===== src/rtl/fseq_pkg.sv =====
package fseq_pkg;

  typedef enum logic [1:0] {
    OP_WRITE = 2'd0,
    OP_ERASE = 2'd1,
    OP_LOCK  = 2'd2
  } opKind_t;

  typedef enum logic [2:0] {
    ST_IDLE,
    ST_RUN,
    ST_ESUSP,
    ST_NWRITE,
    ST_WSUSP,
    ST_NWSUSP,
    ST_ABORT,
    ST_PDOWN
  } seqState_t;

  // strobes from control to datapath, one cycle each
  typedef struct packed {
    logic    loadOp;       // load active count for loadKind
    opKind_t loadKind;
    logic    restoreErase; // active count <= parked erase count
    logic    parkErase;    // parked erase count <= active count - 1
    logic    decActive;
    logic    armLat;
    logic    decLat;
    logic    loadAbort;
    logic    decAbort;
    logic    vppFault;     // voltage refused at start
    logic    finishOp;     // operation completes this cycle
    opKind_t faultKind;    // class of error for vppFault / finishOp
    logic    clearErr;
    logic    wipe;         // clear all error flags
  } seqStrobe_t;

endpackage


===== src/rtl/fseq_datapath.sv =====
module fseq_datapath
  import fseq_pkg::*;
#(
  parameter int CNT_W        = 16,
  parameter int ABORT_CYCLES = 4
) (
  input  logic             clk,
  input  logic             rstN,
  input  seqStrobe_t       stb,
  input  logic [CNT_W-1:0] writeCycles,
  input  logic [CNT_W-1:0] eraseCycles,
  input  logic [CNT_W-1:0] lockCycles,
  input  logic [CNT_W-1:0] suspLatency,
  input  logic             failInject,
  output logic             activeLast,
  output logic             latDone,
  output logic             abortLast,
  output logic [2:0]       errBits
);

  localparam int                 ABORT_W    = $clog2(ABORT_CYCLES + 1);
  localparam logic [ABORT_W-1:0] ABORT_INIT = ABORT_W'(ABORT_CYCLES);
  localparam logic [ABORT_W-1:0] ABORT_ONE  = ABORT_W'(1);
  localparam logic [CNT_W-1:0]   CNT_ONE    = CNT_W'(1);

  logic [CNT_W-1:0]   activeCnt;
  logic [CNT_W-1:0]   eraseSave;
  logic [CNT_W-1:0]   latCnt;
  logic [ABORT_W-1:0] abortCnt;
  logic [CNT_W-1:0]   selCnt;
  logic [2:0]         errNext;
  logic [2:0]         kindMask;

  // pick the duration of the operation being loaded; zero acts as one
  always_comb begin
    unique case (stb.loadKind)
      OP_ERASE: selCnt = eraseCycles;
      OP_LOCK:  selCnt = lockCycles;
      default:  selCnt = writeCycles;
    endcase
    if (selCnt == '0) selCnt = CNT_ONE;
  end

  always_ff @(posedge clk or negedge rstN) begin
    if (!rstN) begin
      activeCnt <= CNT_ONE;
    end else if (stb.loadOp) begin
      activeCnt <= selCnt;
    end else if (stb.restoreErase) begin
      activeCnt <= eraseSave;
    end else if (stb.decActive) begin
      activeCnt <= activeCnt - CNT_ONE;
    end
  end

  always_ff @(posedge clk or negedge rstN) begin
    if (!rstN) begin
      eraseSave <= CNT_ONE;
    end else if (stb.parkErase) begin
      eraseSave <= activeCnt - CNT_ONE;
    end
  end

  always_ff @(posedge clk or negedge rstN) begin
    if (!rstN) begin
      latCnt <= '0;
    end else if (stb.armLat) begin
      latCnt <= suspLatency;
    end else if (stb.decLat) begin
      latCnt <= latCnt - CNT_ONE;
    end
  end

  always_ff @(posedge clk or negedge rstN) begin
    if (!rstN) begin
      abortCnt <= ABORT_ONE;
    end else if (stb.loadAbort) begin
      abortCnt <= ABORT_INIT;
    end else if (stb.decAbort) begin
      abortCnt <= abortCnt - ABORT_ONE;
    end
  end

  assign activeLast = (activeCnt == CNT_ONE);
  assign latDone    = (latCnt == '0);
  assign abortLast  = (abortCnt <= ABORT_ONE);

  // errBits: [2] erase, [1] write/lock, [0] voltage
  assign kindMask = (stb.faultKind == OP_ERASE) ? 3'b100 : 3'b010;

  always_comb begin
    errNext = errBits;
    if (stb.clearErr) errNext = '0;
    if (stb.vppFault) errNext = errNext | kindMask | 3'b001;
    if (stb.finishOp && failInject) errNext = errNext | kindMask;
    if (stb.wipe) errNext = '0;
  end

  always_ff @(posedge clk or negedge rstN) begin
    if (!rstN) errBits <= '0;
    else       errBits <= errNext;
  end

endmodule


===== src/rtl/fseq_ctrl.sv =====
module fseq_ctrl
  import fseq_pkg::*;
(
  input  logic       clk,
  input  logic       rstN,
  input  logic       opStart,
  input  logic [1:0] opSel,
  input  logic       vppOk,
  input  logic       suspendReq,
  input  logic       resumeReq,
  input  logic       clearErr,
  input  logic       pwrDown,
  input  logic       activeLast,
  input  logic       latDone,
  input  logic       abortLast,
  output seqStrobe_t stb,
  output logic       ready,
  output logic       eraseSusp,
  output logic       writeSusp
);

  seqState_t state, stateNext;
  opKind_t   curOp, curOpNext;
  logic      pending, pendingNext;
  logic      running;
  opKind_t   runKind;
  logic      selLegal;

  assign running  = (state == ST_RUN) || (state == ST_NWRITE);
  assign runKind  = (state == ST_NWRITE) ? OP_WRITE : curOp;
  assign selLegal = (opSel != 2'd3);

  assign ready     = !(running || state == ST_ABORT);
  assign eraseSusp = (state == ST_ESUSP) || (state == ST_NWRITE) || (state == ST_NWSUSP);
  assign writeSusp = (state == ST_WSUSP) || (state == ST_NWSUSP);

  always_comb begin
    stb         = '0;
    stateNext   = state;
    curOpNext   = curOp;
    pendingNext = pending;
    stb.clearErr = clearErr && !eraseSusp && !writeSusp;

    unique case (state)
      ST_IDLE: begin
        if (pwrDown) begin
          stateNext = ST_PDOWN;
          stb.wipe  = 1'b1;
        end else if (opStart && selLegal) begin
          stb.faultKind = opKind_t'(opSel);
          if (!vppOk) begin
            stb.vppFault = 1'b1;
          end else begin
            stb.loadOp   = 1'b1;
            stb.loadKind = opKind_t'(opSel);
            curOpNext    = opKind_t'(opSel);
            pendingNext  = 1'b0;
            stateNext    = ST_RUN;
          end
        end
      end

      ST_RUN, ST_NWRITE: begin
        if (pwrDown) begin
          stateNext     = ST_ABORT;
          stb.loadAbort = 1'b1;
          stb.wipe      = 1'b1;
          pendingNext   = 1'b0;
        end else if (activeLast) begin
          stb.finishOp  = 1'b1;
          stb.faultKind = runKind;
          pendingNext   = 1'b0;
          stateNext     = (state == ST_NWRITE) ? ST_ESUSP : ST_IDLE;
        end else if (pending) begin
          stb.decActive = 1'b1;
          if (latDone) begin
            pendingNext = 1'b0;
            if (state == ST_NWRITE) begin
              stateNext = ST_NWSUSP;
            end else if (curOp == OP_ERASE) begin
              stb.parkErase = 1'b1;
              stateNext     = ST_ESUSP;
            end else begin
              stateNext = ST_WSUSP;
            end
          end else begin
            stb.decLat = 1'b1;
          end
        end else begin
          stb.decActive = 1'b1;
          if (suspendReq && runKind != OP_LOCK) begin
            stb.armLat  = 1'b1;
            pendingNext = 1'b1;
          end
        end
      end

      ST_ESUSP: begin
        if (pwrDown) begin
          stateNext = ST_PDOWN;
          stb.wipe  = 1'b1;
        end else if (resumeReq) begin
          stb.restoreErase = 1'b1;
          stateNext        = ST_RUN;
        end else if (opStart && opSel == 2'd0) begin
          stb.faultKind = OP_WRITE;
          if (!vppOk) begin
            stb.vppFault = 1'b1;
          end else begin
            stb.loadOp   = 1'b1;
            stb.loadKind = OP_WRITE;
            pendingNext  = 1'b0;
            stateNext    = ST_NWRITE;
          end
        end
      end

      ST_WSUSP, ST_NWSUSP: begin
        if (pwrDown) begin
          stateNext = ST_PDOWN;
          stb.wipe  = 1'b1;
        end else if (resumeReq) begin
          stateNext = (state == ST_NWSUSP) ? ST_NWRITE : ST_RUN;
        end
      end

      ST_ABORT: begin
        if (abortLast) stateNext = pwrDown ? ST_PDOWN : ST_IDLE;
        else           stb.decAbort = 1'b1;
      end

      ST_PDOWN: begin
        if (!pwrDown) stateNext = ST_IDLE;
      end

      default: stateNext = ST_IDLE;
    endcase
  end

  always_ff @(posedge clk or negedge rstN) begin
    if (!rstN) begin
      state   <= ST_IDLE;
      curOp   <= OP_WRITE;
      pending <= 1'b0;
    end else begin
      state   <= stateNext;
      curOp   <= curOpNext;
      pending <= pendingNext;
    end
  end

endmodule


===== src/rtl/flash_op_sequencer.sv =====
module flash_op_sequencer
  import fseq_pkg::*;
#(
  parameter int CNT_W        = 16,
  parameter int ABORT_CYCLES = 4
) (
  input  logic             clk,
  input  logic             rstN,
  input  logic             opStart,
  input  logic [1:0]       opSel,
  input  logic             vppOk,
  input  logic             failInject,
  input  logic             suspendReq,
  input  logic             resumeReq,
  input  logic             clearErr,
  input  logic             pwrDown,
  input  logic [CNT_W-1:0] writeCycles,
  input  logic [CNT_W-1:0] eraseCycles,
  input  logic [CNT_W-1:0] lockCycles,
  input  logic [CNT_W-1:0] suspLatency,
  output logic             rdyBusy,
  output logic [7:0]       status
);

  seqStrobe_t stb;
  logic       activeLast, latDone, abortLast;
  logic [2:0] errBits;
  logic       ready, eraseSusp, writeSusp;

  fseq_ctrl u_ctrl (
    .clk        (clk),
    .rstN       (rstN),
    .opStart    (opStart),
    .opSel      (opSel),
    .vppOk      (vppOk),
    .suspendReq (suspendReq),
    .resumeReq  (resumeReq),
    .clearErr   (clearErr),
    .pwrDown    (pwrDown),
    .activeLast (activeLast),
    .latDone    (latDone),
    .abortLast  (abortLast),
    .stb        (stb),
    .ready      (ready),
    .eraseSusp  (eraseSusp),
    .writeSusp  (writeSusp)
  );

  fseq_datapath #(
    .CNT_W        (CNT_W),
    .ABORT_CYCLES (ABORT_CYCLES)
  ) u_dp (
    .clk         (clk),
    .rstN        (rstN),
    .stb         (stb),
    .writeCycles (writeCycles),
    .eraseCycles (eraseCycles),
    .lockCycles  (lockCycles),
    .suspLatency (suspLatency),
    .failInject  (failInject),
    .activeLast  (activeLast),
    .latDone     (latDone),
    .abortLast   (abortLast),
    .errBits     (errBits)
  );

  assign rdyBusy = ready;
  assign status  = {ready, eraseSusp, errBits, writeSusp, 2'b00};

endmodule


===== config.mk =====
export PLATFORM = sky130hd
export DESIGN_NAME = flash_op_sequencer
export DESIGN_NICKNAME = d
export VERILOG_FILES = /design/src/rtl/fseq_pkg.sv /design/src/rtl/fseq_datapath.sv /design/src/rtl/fseq_ctrl.sv /design/src/rtl/flash_op_sequencer.sv
export SDC_FILE = /design/constraint.sdc
export NUM_CORES = 1
export LEC_CHECK = 0
export BUFFER_PORTS_ARGS = -buffer_cell sky130_fd_sc_hd__buf_2
export CAP_MARGIN = 20
export CORE_MARGIN = 5
export CORE_UTILIZATION = 45
export CTS_BUF_LIST = sky130_fd_sc_hd__clkbuf_16
export DETAILED_ROUTE_END_ITERATION = 8
export GPL_ROUTABILITY_DRIVEN = 0
export PLACE_DENSITY_LB_ADDON = 0.1
export SYNTH_ARGS = -nofsm -noshare
export SYNTH_HDL_FRONTEND = slang
export SYNTH_SLANG_ARGS = --single-unit

===== constraint.sdc =====
create_clock -name clk -period 8.1 [get_ports clk]
set_input_delay 1.215 -clock clk [delete_from_list [all_inputs] [get_ports clk]]
set_output_delay 1.215 -clock clk [all_outputs]
set_load 0.1 [all_outputs]

==> results of run 1 <==
-- Yosys cell counts, types with 5 or more instances --
cell,number,area share
sky130_fd_sc_hd__nor4_1,11,0.017
sky130_fd_sc_hd__o21ai_0,68,0.082
sky130_fd_sc_hd__nor3_1,22,0.027
sky130_fd_sc_hd__ha_1,7,0.021
sky130_fd_sc_hd__buf_2,5,0.0060
sky130_fd_sc_hd__inv_1,14,0.013
sky130_fd_sc_hd__nor2_1,61,0.055
sky130_fd_sc_hd__nor3b_1,7,0.013
sky130_fd_sc_hd__a31oi_1,7,0.011
sky130_fd_sc_hd__xnor2_1,10,0.021
sky130_fd_sc_hd__buf_4,5,0.0091
sky130_fd_sc_hd__clkbuf_1,28,0.025
sky130_fd_sc_hd__nor2b_1,10,0.015
sky130_fd_sc_hd__a21oi_1,42,0.051
sky130_fd_sc_hd__a22oi_1,16,0.029
sky130_fd_sc_hd__dfrtp_1,57,0.34
sky130_fd_sc_hd__nand3_1,10,0.012
sky130_fd_sc_hd__nand2_1,54,0.049
sky130_fd_sc_hd__or4_1,8,0.014
sky130_fd_sc_hd__o211ai_1,8,0.014
-- flip-flops by register name, summed over array words and instances (netlist names) --
register and cells:
u_dp.activeCnt 16, u_dp.eraseSave 16, u_dp.latCnt 16, u_ctrl.state 3, u_dp.abortCnt 3, u_dp.errBits 3, u_ctrl.curOp 2, u_ctrl.pending 1
-- through the flow --
step	util	area, um2
4_1_cts	0.5251	4783
3_5_place_dp	0.4973	4529
5_1_grt	0.5251	4783
6_report	0.5251	4783
3_3_place_gp	0.4973	4529
2_1_floorplan	-	4149
-- how the worst min path moves through the flow --
| stage | depth (start not counted) | slack [ns] | endpoint | start |
|---|---|---|---|---|
| after detailed placement | 2 | 0.46 | u_dp.eraseSave[0]$_DFFE_PN1P_ | u_dp.eraseSave[0]$_DFFE_PN1P_ |
| after global placement | 2 | 0.46 | u_dp.eraseSave[0]$_DFFE_PN1P_ | u_dp.eraseSave[0]$_DFFE_PN1P_ |
| after CTS | 2 | 0.47 | u_dp.eraseSave[0]$_DFFE_PN1P_ | u_dp.eraseSave[0]$_DFFE_PN1P_ |
| after floorplan | 2 | 0.44 | u_dp.eraseSave[11]$_DFFE_PN0P_ | u_dp.eraseSave[11]$_DFFE_PN0P_ |
| after global routing | 2 | 0.50 | u_dp.eraseSave[0]$_DFFE_PN1P_ | u_dp.eraseSave[0]$_DFFE_PN1P_ |
| final | 2 | 0.47 | u_dp.eraseSave[0]$_DFFE_PN1P_ | u_dp.eraseSave[0]$_DFFE_PN1P_ |
-- kinds of logic after synthesis --
logic type / count (synthesis) / synth area share
AND/OR/NAND/NOR: 214 / 0.2602
AO/OA/AOI/OAI: 178 / 0.2584
flip-flops: 60 / 0.3631
buffers and inverters: 55 / 0.05946
XOR/XNOR: 14 / 0.02958
adder cells (fa/ha/maj): 7 / 0.02113
multiplexers: 3 / 0.007244
other: 1 / 0.0009047
-- per-layer routing --
layer  wire (um)  up-vias  global-route usage
met3         576       11             0.03097
met5           0        -                   0
met1        5325     1817              0.2853
li1            -     2045                   -
met2        4545      124              0.2946
met4         145        0             0.05920
-- cell type report --
class                   instances  area, um2
clock inverters                 7      28.78
flip-flops and latches         60       1505
well taps                     111      138.9
fillers                       872       4325
repair buffers                 84      427.9
multi-input cells             418       2405
clock buffers                   9      225.2
inverters                      14      52.55
-- tightest hold or removal path, delay by kind of cell, from the launching register on --
family / cells / cell delay, ns
simple gates: 1 / 0.04
flops: 1 / 0.36
compound gates: 1 / 0.05
-- report_power, final --
part	switching, uW	internal [uW]
Combinational	388	228
Clock	126	200
Sequential	145	397
Total	659	824
==> out/qor.tcl, run 1 <==
set qor(run_status) {completed}
set qor(post_synth_inst_count) 532
set qor(ff2ff_path_depth) 10
set qor(ant_nets) 0
set qor(cts_root_buffer) {sky130_fd_sc_hd__clkbuf_16}
set qor(final-hold-violation-count) 0
set qor(design.final.nets) 669
set qor(dieArea_um2) 11230
set qor(finalWorstPathRequiredPeriod_ns) 3.895
set qor(die_width_um) 106.0
set qor(max_root_sink_buffers) 2
set qor(r2r_end) {u_dp.activeCnt[0]$_DFFE_PN1P_}
set qor(finalWorstSetupSlack_ns) 4.206
set qor(path_delay_family) {simple AND/OR/NAND/NOR gates}
set qor(clock_insertion_delay_worst_skew_ns) 0.33
set qor(tightest_slew_ns) 0.9448
set qor(pin_count_of_the_biggest_net_entering_global_routing) 61
set qor(layout_commonest_cell) {sky130_fd_sc_hd__buf_2}
set qor(first_global_vias) 3823
set qor(syn_avg_cell_area_um2) 7.792
set qor(placed_cells) 687
set qor(ioPinCount) 84
set qor(clock-sinks) 60
set qor(end_kind) {flop}
set qor(floorplan.initialDensity) 0.4551
set qor(cts.repair.resized) 0
set qor(portBuffers) 81
set qor(total_power_uw) 1483
set qor(floorplan.core_area_um2) 9109
set qor(critPathArrivalTime_ns) 4.15
set qor(crit_path_start_kind) {input pin}
set qor(worst_setup_path_startpoint) {pwrDown}
set qor(vdd_ir_drop_max_uv) 327.3
set qor(synth_edf_count) 0
set qor(critical_path_cell_by_cell) {buf_2, nor4_1, nand3_1, nor2_1, nand2_1, ha_1, o21ai_0, nor4_1, nand4_1, or4_1, nand3_1}
set qor(critical_path_cell_count) 11
set qor(wire_per_inst_um) 15.07
set qor(finish.cell_count_without_fillers) 703
set qor(tritoncts) {built}
set qor(post-cts-setup-buffer-count) 0
set qor(remaining_drc_errors) 0
set qor(wl_mm) 10.59
set qor(finalCritPeriodShare) 0.4808
set qor(setup_repair_after_global_routing_missed_its_margin) {no}
set qor(finalClockSkew_ns) 0.008677
set qor(critical_path.reg2reg.startpoint) {u_ctrl.state[1]$_DFFE_PN0P_}
set qor(fraction_of_layout_instances_using_a_drive_strength_above_1) 0.1807
set qor(critical-path-slowest-cell) {sky130_fd_sc_hd__ha_1}
set qor(postSynth.asyncResetShare) 1.000
set qor(dp_worst_setup_slack_ns) 3.857
set qor(cp.buffers_inverters) 1
set qor(hpwlAfterDp_mm) 7.575
set qor(cts_buffers) 9
set qor(path_class) {in -> reg}
set qor(ys_seq_area_frac) 0.3631
set qor(route.detailed.vias_per_inst) 5.686
set qor(synth-warning-count) 0
set qor(area_growth_syn_to_layout_pct) 15.39
set qor(critPathRequiredTime_ns) 8.36
set qor(first_pass_iters) 5
set qor(grt_usage) 0.1943
set qor(crit_path_max_fanout) 32
set qor(route.vias.total) 3997
set qor(grt_antenna_before_repair) 0
set qor(drtIter0Drc) 238
set qor(h_tree_level_count) 3
set qor(leakage_uw) 0.001993
set qor(rows) 35
set qor(worstSetupEndpoint) {u_dp.activeCnt[0]$_DFFE_PN1P_}
set qor(rrSetupSlack_ns) 4.58
set qor(cts_hold_repair.buffers) 0
set qor(cts.reportedPaths.clkPinSlew_ns) 0.05
set qor(final_report_max_slew_violation_count) 0
set qor(final_cell_mix) {sky130_fd_sc_hd__buf_2 (81), sky130_fd_sc_hd__o21ai_0 (68), sky130_fd_sc_hd__nor2_1 (61)}
set qor(yosys_most_used_dff) {sky130_fd_sc_hd__dfrtp_1}
set qor(num_antenna_cells) 0
set qor(max-slew-margin-rel) 0.3701
set qor(fin_setup_tns_ns) 0
set qor(cap_violations) 0
set qor(netlist_area_um2) 4145
set qor(die_height_um) 106.0
set qor(worstHoldPathType) {reg -> reg}
set qor(yosysUniqueCellTypes) 60
set qor(grt_overflow) 0
set qor(synth.ff_latch_count) 60
set qor(setup_viol) 0
set qor(fmax_mhz) 256.8
set qor(grt_pass1_wl_mm) 18.13
set qor(critPathMaxStageDelay_ns) 0.77
set qor(fin_hold_ws_ns) 0.4705
set qor(power_per_cell_area_nw_per_um2) 310.1
Note: power is estimated with default switching activity, not from simulation.
==> run 2: changes to the inputs <==
==> constraint.sdc (replaced) <==
create_clock -name clk -period 3.7 [get_ports clk]
set_input_delay 0.555 -clock clk [delete_from_list [all_inputs] [get_ports clk]]
set_output_delay 0.555 -clock clk [all_outputs]
set_load 0.1 [all_outputs]
==> out/qor.tcl, run 2 (synthesis results as in run 1) <==
set qor(fraction_of_layout_instances_using_a_drive_strength_above_1) 0.1990 ;# +0.01826
set qor(clock_insertion_delay_worst_skew_ns) 0.33 ;# about the same
set qor(final_core_utilization) 0.5375 ;# +0.01236
set qor(grt_pass1_wl_mm) 18.22 ;# +0.50%
set qor(use_met1) 0.2906 ;# +0.005231
set qor(end_kind) {flop}
set qor(floorplan.core_area_um2) 9109 ;# unchanged
set qor(design.final.nets) 680 ;# +1.6%
set qor(cts.repair.resized) 0 ;# unchanged
set qor(n_fill_cell) 865 ;# -0.80%
set qor(critPathMaxStageDelay_ns) 0.50 ;# -0.27 ns
set qor(num_antenna_cells) 0 ;# unchanged
set qor(grt-busiest-layer) {met2}
set qor(wire_per_inst_um) 15.29 ;# +1.5%
set qor(setup_repair_after_global_routing_missed_its_margin) {no}
set qor(cts_root_buffer) {sky130_fd_sc_hd__clkbuf_16}
set qor(tightest_slew_ns) 1.053 ;# +0.1085 ns
set qor(run_status) {completed}
set qor(finalInstanceArea_um2) 4896 ;# +2.4%
set qor(grt_overflow) 0 ;# unchanged
set qor(reg.largest.list) {u_dp.activeCnt x16, u_dp.eraseSave x16, u_dp.latCnt x16}
set qor(path_class) {reg -> reg}
set qor(critical_path.reg2reg.startpoint) {u_ctrl.state[2]$_DFFE_PN0P_}
set qor(final_cell_mix) {sky130_fd_sc_hd__buf_2 (81), sky130_fd_sc_hd__o21ai_0 (68), sky130_fd_sc_hd__nor2_1 (61)}
set qor(cp.buffers_inverters) 1 ;# unchanged
set qor(route.vias.total) 4047 ;# +1.3%
set qor(dieArea_um2) 11230 ;# unchanged
set qor(crit_path_start_kind) {flop}
set qor(crit_top_cell) {sky130_fd_sc_hd__nor4_1}
set qor(first_pass_iters) 4 ;# -1
set qor(cts_buffers) 9 ;# unchanged
set qor(total_power_uw) 3382 ;# +130%
set qor(dpl_cell_area_um2) 4612 ;# +1.8%
set qor(post-cts-setup-buffer-count) 0 ;# unchanged
set qor(combPwrFrac) 0.434 ;# +0.019
set qor(clock_power_share) 0.236 ;# +0.016
set qor(drtIter0Drc) 176 ;# -26%
set qor(leakage_uw) 0.002046 ;# +2.7%
set qor(max-slew-margin-rel) 0.2978 ;# -0.07234
set qor(critPathArrivalTime_ns) 3.37 ;# -0.78 ns
set qor(final_report_max_slew_violation_count) 0 ;# unchanged
set qor(rrSetupSlack_ns) 0.60 ;# -3.98 ns
set qor(grt_usage) 0.1963 ;# +0.001944
set qor(finalWorstPathRequiredPeriod_ns) 3.103
set qor(placed_cells) 698 ;# +1.6%
set qor(cap_violations) 0 ;# unchanged
set qor(wl_mm) 10.92 ;# +3.1%
set qor(finish.cell_count_without_fillers) 714 ;# +1.6%
set qor(vdd_ir_drop_max_uv) 471.2 ;# +44%
set qor(h_tree_level_count) 3 ;# unchanged
set qor(grt_antenna_before_repair) 0 ;# unchanged
set qor(power_per_cell_area_nw_per_um2) 690.9 ;# +120%
set qor(worst_setup_path_startpoint) {u_ctrl.state[2]$_DFFE_PN0P_}
set qor(swShare) 0.4367 ;# -0.007597
set qor(portBuffers) 81 ;# unchanged
set qor(pin_count_of_the_biggest_net_entering_global_routing) 42 ;# -31%
set qor(finalClockSkew_ns) 0.007015 ;# -0.001662 ns
set qor(final-hold-violation-count) 0 ;# unchanged
set qor(critPathRequiredTime_ns) 3.97 ;# -4.39 ns
set qor(fin_setup_tns_ns) 0 ;# unchanged
set qor(pwr-share-seq) 0.329 ;# -0.036
set qor(setup_viol) 0 ;# unchanged
set qor(die_height_um) 106.0 ;# unchanged
set qor(global_route.usage.met2) 0.2964 ;# +0.001821
set qor(cts.reportedPaths.clkPinSlew_ns) 0.05 ;# about the same
set qor(clock-sinks) 60 ;# unchanged
set qor(p_int_uw) 1905 ;# +130%
set qor(route.detailed.vias_per_inst) 5.668 ;# -0.31%
set qor(crit_path_max_fanout) 16 ;# -50%
set qor(path_delay_family) {simple AND/OR/NAND/NOR gates}
set qor(critical-path-slowest-cell) {sky130_fd_sc_hd__or4_1}
set qor(first_global_vias) 3843 ;# +0.52%
set qor(die_width_um) 106.0 ;# unchanged
set qor(remaining_drc_errors) 0 ;# unchanged
set qor(hpwlAfterDp_mm) 8.111 ;# +7.1%
set qor(worstHoldPathType) {in -> async}
set qor(cts_hold_repair.buffers) 0 ;# unchanged
set qor(max_root_sink_buffers) 2 ;# unchanged
set qor(rows) 35 ;# unchanged
set qor(p_sw_uw) 1477 ;# +120%
set qor(layout_commonest_cell) {sky130_fd_sc_hd__buf_2}
set qor(tritoncts) {built}
set qor(floorplan.initialDensity) 0.4551 ;# unchanged
set qor(critical_path_cell_by_cell) {nor4_1, and4b_1, and2_1, inv_1, ha_1, a22oi_1, o21ai_0, nor4_1, nand4_1, or4_1, nand3_1}
set qor(use_met3) 0.03825 ;# +0.007286
set qor(ioPinCount) 84 ;# unchanged
set qor(ant_nets) 0 ;# unchanged
set qor(fmax_mhz) 322.3
set qor(finalCritPeriodShare) 0.8387
set qor(area_growth_syn_to_layout_pct) 18.11
==> run 2: changes by cell type in the layout (fill, tap and decap cells not counted), sizes merged <==
cell      before  now
buf           84   95
inv           17   15
bufinv         0    1
clkinvlp       0    1
==> run 2: path summary, 6_finish.rpt <==
| check | depth (start not counted) | to |
|---|---|---|
| max reg2reg | 11 | u_dp.activeCnt[0]$_DFFE_PN1P_ |
| min reg2reg | 2 | u_dp.eraseSave[0]$_DFFE_PN1P_ |
| min | 1 | u_dp.eraseSave[11]$_DFFE_PN0P_ |
| max | 11 | u_dp.activeCnt[0]$_DFFE_PN1P_ |
| min in group clk | 3 | u_dp.latCnt[0]$_DFFE_PN0P_ |
| max in group asynchronous | 2 | u_dp.activeCnt[0]$_DFFE_PN1P_ |
==> run 2: cell type report <==
class / count / area, um2 / area share
clock buffers: 9 / 225.2 / 0.04600
clock inverters: 7 / 58.81 / 0.01201
inverters: 14 / 52.55 / 0.01073
multi-input cells: 418 / 2405 / 0.4912
flip-flops and latches: 60 / 1505 / 0.3074
well taps: 111 / 138.9 / 0.02837
repair buffers: 95 / 510.5 / 0.1043
==> run 2: stage by stage <==
stage	hold WS [ns]	setup slack (ns)
4_1_cts	0.4233	0.6318
3_3_place_gp	0.4556	0.6156
3_5_place_dp	0.4624	0.4605
2_1_floorplan	0.2594	0.4645
5_1_grt	0.4544	0.3089
6_report	0.3722	0.5970
==> run 2: power groups by stage <==
stage / Clock, uW / Combinational, uW / Sequential (uW)
floorplan: 0 / 1190 / 1050
global placement: 0 / 1450 / 1110
detailed placement: 0 / 1470 / 1110
CTS: 811 / 1470 / 1110
global route: 846 / 1640 / 1140
finish: 800 / 1470 / 1110
==> run 2: per-layer routing <==
| layer | vias up | share of wire |
|---|---|---|
| met2 | 110 | 0.43 |
| met4 | 0 | 0.0063 |
| met5 | - | 0 |
| met1 | 1863 | 0.51 |
| met3 | 8 | 0.052 |
| li1 | 2066 | - |
==> run 3: changes to the inputs <==
--- a/config.mk
+++ b/config.mk
@@ -5,6 +5,7 @@
 export SDC_FILE = /design/constraint.sdc
 export NUM_CORES = 1
 export LEC_CHECK = 0
+export ABC_AREA = 1
 export BUFFER_PORTS_ARGS = -buffer_cell sky130_fd_sc_hd__buf_2
 export CAP_MARGIN = 20
 export CORE_MARGIN = 5
==> constraint.sdc (replaced) <==
create_clock -name clk -period 2.9 [get_ports clk]
set_input_delay 0.435 -clock clk [delete_from_list [all_inputs] [get_ports clk]]
set_output_delay 0.435 -clock clk [all_outputs]
set_load 0.1 [all_outputs]
==> out/qor.tcl, run 3 <==
set qor(finalWorstPathRequiredPeriod_ns) 2.460 ;# -0.6426 ns
set qor(fin_setup_tns_ns) 0 ;# unchanged
set qor(critPathRequiredTime_ns) 3.16 ;# -0.81 ns
set qor(critPathMaxStageDelay_ns) 0.48 ;# -0.02 ns
set qor(ioPinCount) 84 ;# unchanged
set qor(tightest_slew_ns) 0.7893 ;# -0.2641 ns
set qor(die_height_um) 113.7 ;# +7.3%
set qor(grt_antenna_before_repair) 0 ;# unchanged
set qor(clock-sinks) 60 ;# unchanged
set qor(wire_per_inst_um) 12.71 ;# -17%
set qor(synth_edf_count) 0 ;# unchanged
set qor(synth.ff_latch_count) 60 ;# unchanged
set qor(pin_count_of_the_biggest_net_entering_global_routing) 61 ;# +45%
set qor(layout_commonest_cell) {sky130_fd_sc_hd__nand2_1}
set qor(netlist_area_um2) 4837 ;# +17%
set qor(muxShareOfSynthArea) 0 ;# -0.007244
set qor(r2r_end) {u_dp.activeCnt[0]$_DFFE_PN1P_}
set qor(leakage_uw) 0.003159 ;# +54%
set qor(cap_violations) 0 ;# unchanged
set qor(cts_buffers) 9 ;# unchanged
set qor(route.detailed.vias_per_inst) 4.976 ;# -12%
set qor(total_power_uw) 5066 ;# +50%
set qor(setup_viol) 0 ;# unchanged
set qor(portBuffers) 81 ;# unchanged
set qor(critical-path-slowest-cell) {sky130_fd_sc_hd__dfrtp_1}
set qor(cts.repair.resized) 0 ;# unchanged
set qor(rrSetupSlack_ns) 0.44 ;# -0.16 ns
set qor(drtIter0Drc) 282 ;# +60%
set qor(max_root_sink_buffers) 2 ;# unchanged
set qor(end_kind) {flop}
set qor(cts_root_buffer) {sky130_fd_sc_hd__clkbuf_16}
set qor(run_status) {completed}
set qor(wl_mm) 12.93 ;# +18%
set qor(synth-compound-area-share) 0.04630 ;# -0.2121
set qor(grt_overflow) 0 ;# unchanged
set qor(crit_path_max_fanout) 16 ;# unchanged
set qor(max-slew-margin-rel) 0.4738 ;# +0.1760
set qor(finalClockSkew_ns) 0.01282 ;# +0.005807 ns
set qor(vdd_ir_drop_max_uv) 788.3 ;# +67%
set qor(reg.largest.list) {u_dp.activeCnt x16, u_dp.eraseSave x16, u_dp.latCnt x16}
set qor(synth.top_cells.by_area) {sky130_fd_sc_hd__nand2_1 (33%), sky130_fd_sc_hd__dfrtp_1 (29%), sky130_fd_sc_hd__nor2_1 (7.9%), sky130_fd_sc_hd__nand3_1 (3.9%), sky130_fd_sc_hd__inv_1 (3.5%)}
set qor(path_class) {reg -> reg}
set qor(synth_simple_gate_area_share) 0.5088 ;# +0.2486
set qor(ant_nets) 0 ;# unchanged
set qor(post-cts-setup-buffer-count) 0 ;# unchanged
set qor(yosys.area.top_type) {sky130_fd_sc_hd__nand2_1}
set qor(remaining_drc_errors) 0 ;# unchanged
set qor(postSynth.asyncResetShare) 1.000 ;# unchanged
set qor(cts_hold_repair.buffers) 0 ;# unchanged
set qor(critical_path.reg2reg.startpoint) {u_ctrl.state[1]$_DFFE_PN0P_}
set qor(dieArea_um2) 12920 ;# +15%
set qor(worst_setup_path_startpoint) {u_ctrl.state[1]$_DFFE_PN0P_}
set qor(cts.reportedPaths.clkPinSlew_ns) 0.05 ;# about the same
set qor(ff2ff_path_depth) 17 ;# +6
set qor(clock_insertion_delay_worst_skew_ns) 0.34 ;# about the same
set qor(post_synth_inst_count) 807 ;# +52%
set qor(floorplan.initialDensity) 0.4644 ;# +0.009302
set qor(fraction_of_layout_instances_using_a_drive_strength_above_1) 0.1565 ;# -0.04254
set qor(fmax_mhz) 406.4 ;# +26%
set qor(grt_usage) 0.2058 ;# +0.009510
set qor(critical_path_cell_by_cell) {nor2_1, nand3_2, inv_2, nand3_2, nor2_1, inv_1, ha_1, inv_1, nand2_1, nand2_1, nor2_1, nand2_1, nor2_1, nand2_1, nand2_1, nand2_1, nand2_1}
set qor(critPathArrivalTime_ns) 2.72 ;# -0.65 ns
set qor(h_tree_level_count) 3 ;# unchanged
set qor(synth-warning-count) 0 ;# unchanged
set qor(final_report_max_slew_violation_count) 0 ;# unchanged
set qor(synthAdderAreaFrac) 0.01811 ;# -0.003022
set qor(rows) 37 ;# +5.7%
set qor(grt_pass1_wl_mm) 21.87 ;# +20%
set qor(synth_top_area_frac) 0.3282 ;# -0.01585
set qor(worstSetupEndpoint) {u_dp.activeCnt[0]$_DFFE_PN1P_}
set qor(yosys.area_share.xor_xnor) 0.02897 ;# -0.0006099
set qor(first_global_vias) 4835 ;# +26%
set qor(final_cell_mix) {sky130_fd_sc_hd__nand2_1 (423), sky130_fd_sc_hd__nor2_1 (102), sky130_fd_sc_hd__buf_2 (81)}
set qor(crit_top_cell) {sky130_fd_sc_hd__nand2_1}
set qor(worstHoldPathType) {in -> async}
set qor(die_width_um) 113.7 ;# +7.3%
set qor(finalCritPeriodShare) 0.8484 ;# +0.009758
set qor(area_growth_syn_to_layout_pct) 14.25
set qor(ys_top_cells_by_count) {sky130_fd_sc_hd__nand2_1 (423), sky130_fd_sc_hd__nor2_1 (102), sky130_fd_sc_hd__dfrtp_1 (57)}
set qor(yosysUniqueCellTypes) 39 ;# -35%
set qor(synthMostInstantiatedCell) {sky130_fd_sc_hd__nand2_1}
set qor(crit_path_start_kind) {flop}
set qor(ys_seq_area_frac) 0.3112 ;# -0.05194
set qor(setup_repair_after_global_routing_missed_its_margin) {no}
set qor(first_pass_iters) 7 ;# +3
set qor(power_per_cell_area_nw_per_um2) 916.6 ;# +33%
set qor(tritoncts) {built}
set qor(num_antenna_cells) 0 ;# unchanged
set qor(design.final.nets) 959 ;# +41%
set qor(floorplan.core_area_um2) 10420 ;# +14%
set qor(yosys_most_used_dff) {sky130_fd_sc_hd__dfrtp_1}
set qor(final-hold-violation-count) 0 ;# unchanged
set qor(hpwlAfterDp_mm) 9.836 ;# +21%
set qor(syn_avg_cell_area_um2) 5.994 ;# -23%
set qor(main_combinational_cell_family_by_area_after_synthesis) {simple AND/OR/NAND/NOR gates}
set qor(route.vias.total) 5066 ;# +25%
run 3: cell types whose count changed after synthesis, sizes merged, moves of 10 or more:
cell	change
clkbuf	-19
nor3	-19
nor2	+52
a22oi	-16
o21ai	-46
nand3	+31
nand2	+376
nor2b	-10
inv	+38
a21oi	-34
nor4	-11
run 3: final cells by class:
cell class	count	area, um2
fill	1092	4890
multi-input combinational	664	2924
sequential	60	1505
timing repair buffer	89	465.4
clock buffer	9	225.2
inverter	53	203.9
tap	136	170.2
clock inverter	7	32.53
run 3: power by group:
part | internal, uW | switching, uW | leakage, uW
sequential | 1090 | 291 | 0.000783
clock | 561 | 381 | 0.000140
combinational | 855 | 1890 | 0.00224
total | 2510 | 2560 | 0.00316
run 3: worst min-delay path by stage:
stage / start / endpoint / slack, ns / depth (start not counted)
global route: rstN / u_dp.errBits[1]$_DFF_PN0_ / 0.34 / 2
floorplan: rstN / u_ctrl.curOp[0]$_DFFE_PN0P_ / 0.14 / 0
CTS: rstN / u_dp.latCnt[8]$_DFFE_PN0P_ / 0.29 / 2
finish: rstN / u_dp.errBits[2]$_DFF_PN0_ / 0.26 / 2
global placement: u_dp.eraseSave[4]$_DFFE_PN0P_ / u_dp.eraseSave[4]$_DFFE_PN0P_ / 0.46 / 2
detailed placement: u_dp.eraseSave[3]$_DFFE_PN0P_ / u_dp.eraseSave[3]$_DFFE_PN0P_ / 0.46 / 2
run 3: cell families after synthesis:
kind of cell / after synthesis
flip-flops: 60
buffers and inverters: 84
adder cells (fa/ha/maj): 7
XOR/XNOR: 16
other: 1
AND/OR/NAND/NOR: 600
AO/OA/AOI/OAI: 39
run 3: worst max-delay path, delay by kind of cell (launching register included):
family	cells	cell delay, ns
adder cells (fa/ha/maj)	1	0.29
AND/OR/NAND/NOR	13	1.14
flip-flops	1	0.48
buffers and inverters	3	0.47
run 3: per-layer routing:
| layer | share of wire | wire (um) | GRT usage |
|---|---|---|---|
| met3 | 0.047 | 610 | 0.03979 |
| met1 | 0.45 | 5852 | 0.2582 |
| met4 | 0.014 | 181 | 0.06811 |
| met5 | 0 | 0 | 0 |
| met2 | 0.49 | 6290 | 0.3545 |
run 3: through the flow:
stage          utilization  hold WS [ns]  cells  setup WS, ns  instance area, um2
5_1_grt             0.5306        0.3365   1018       0.05917                5527
3_3_place_gp        0.5058        0.4555   1002        0.4704                5269
4_1_cts             0.5306        0.2923   1018        0.4405                5527
2_1_floorplan            -        0.1394    808        0.3651                4845
6_report            0.5306        0.2563   1018        0.4396                5527
3_5_place_dp        0.5058        0.4599   1002        0.3832                5269
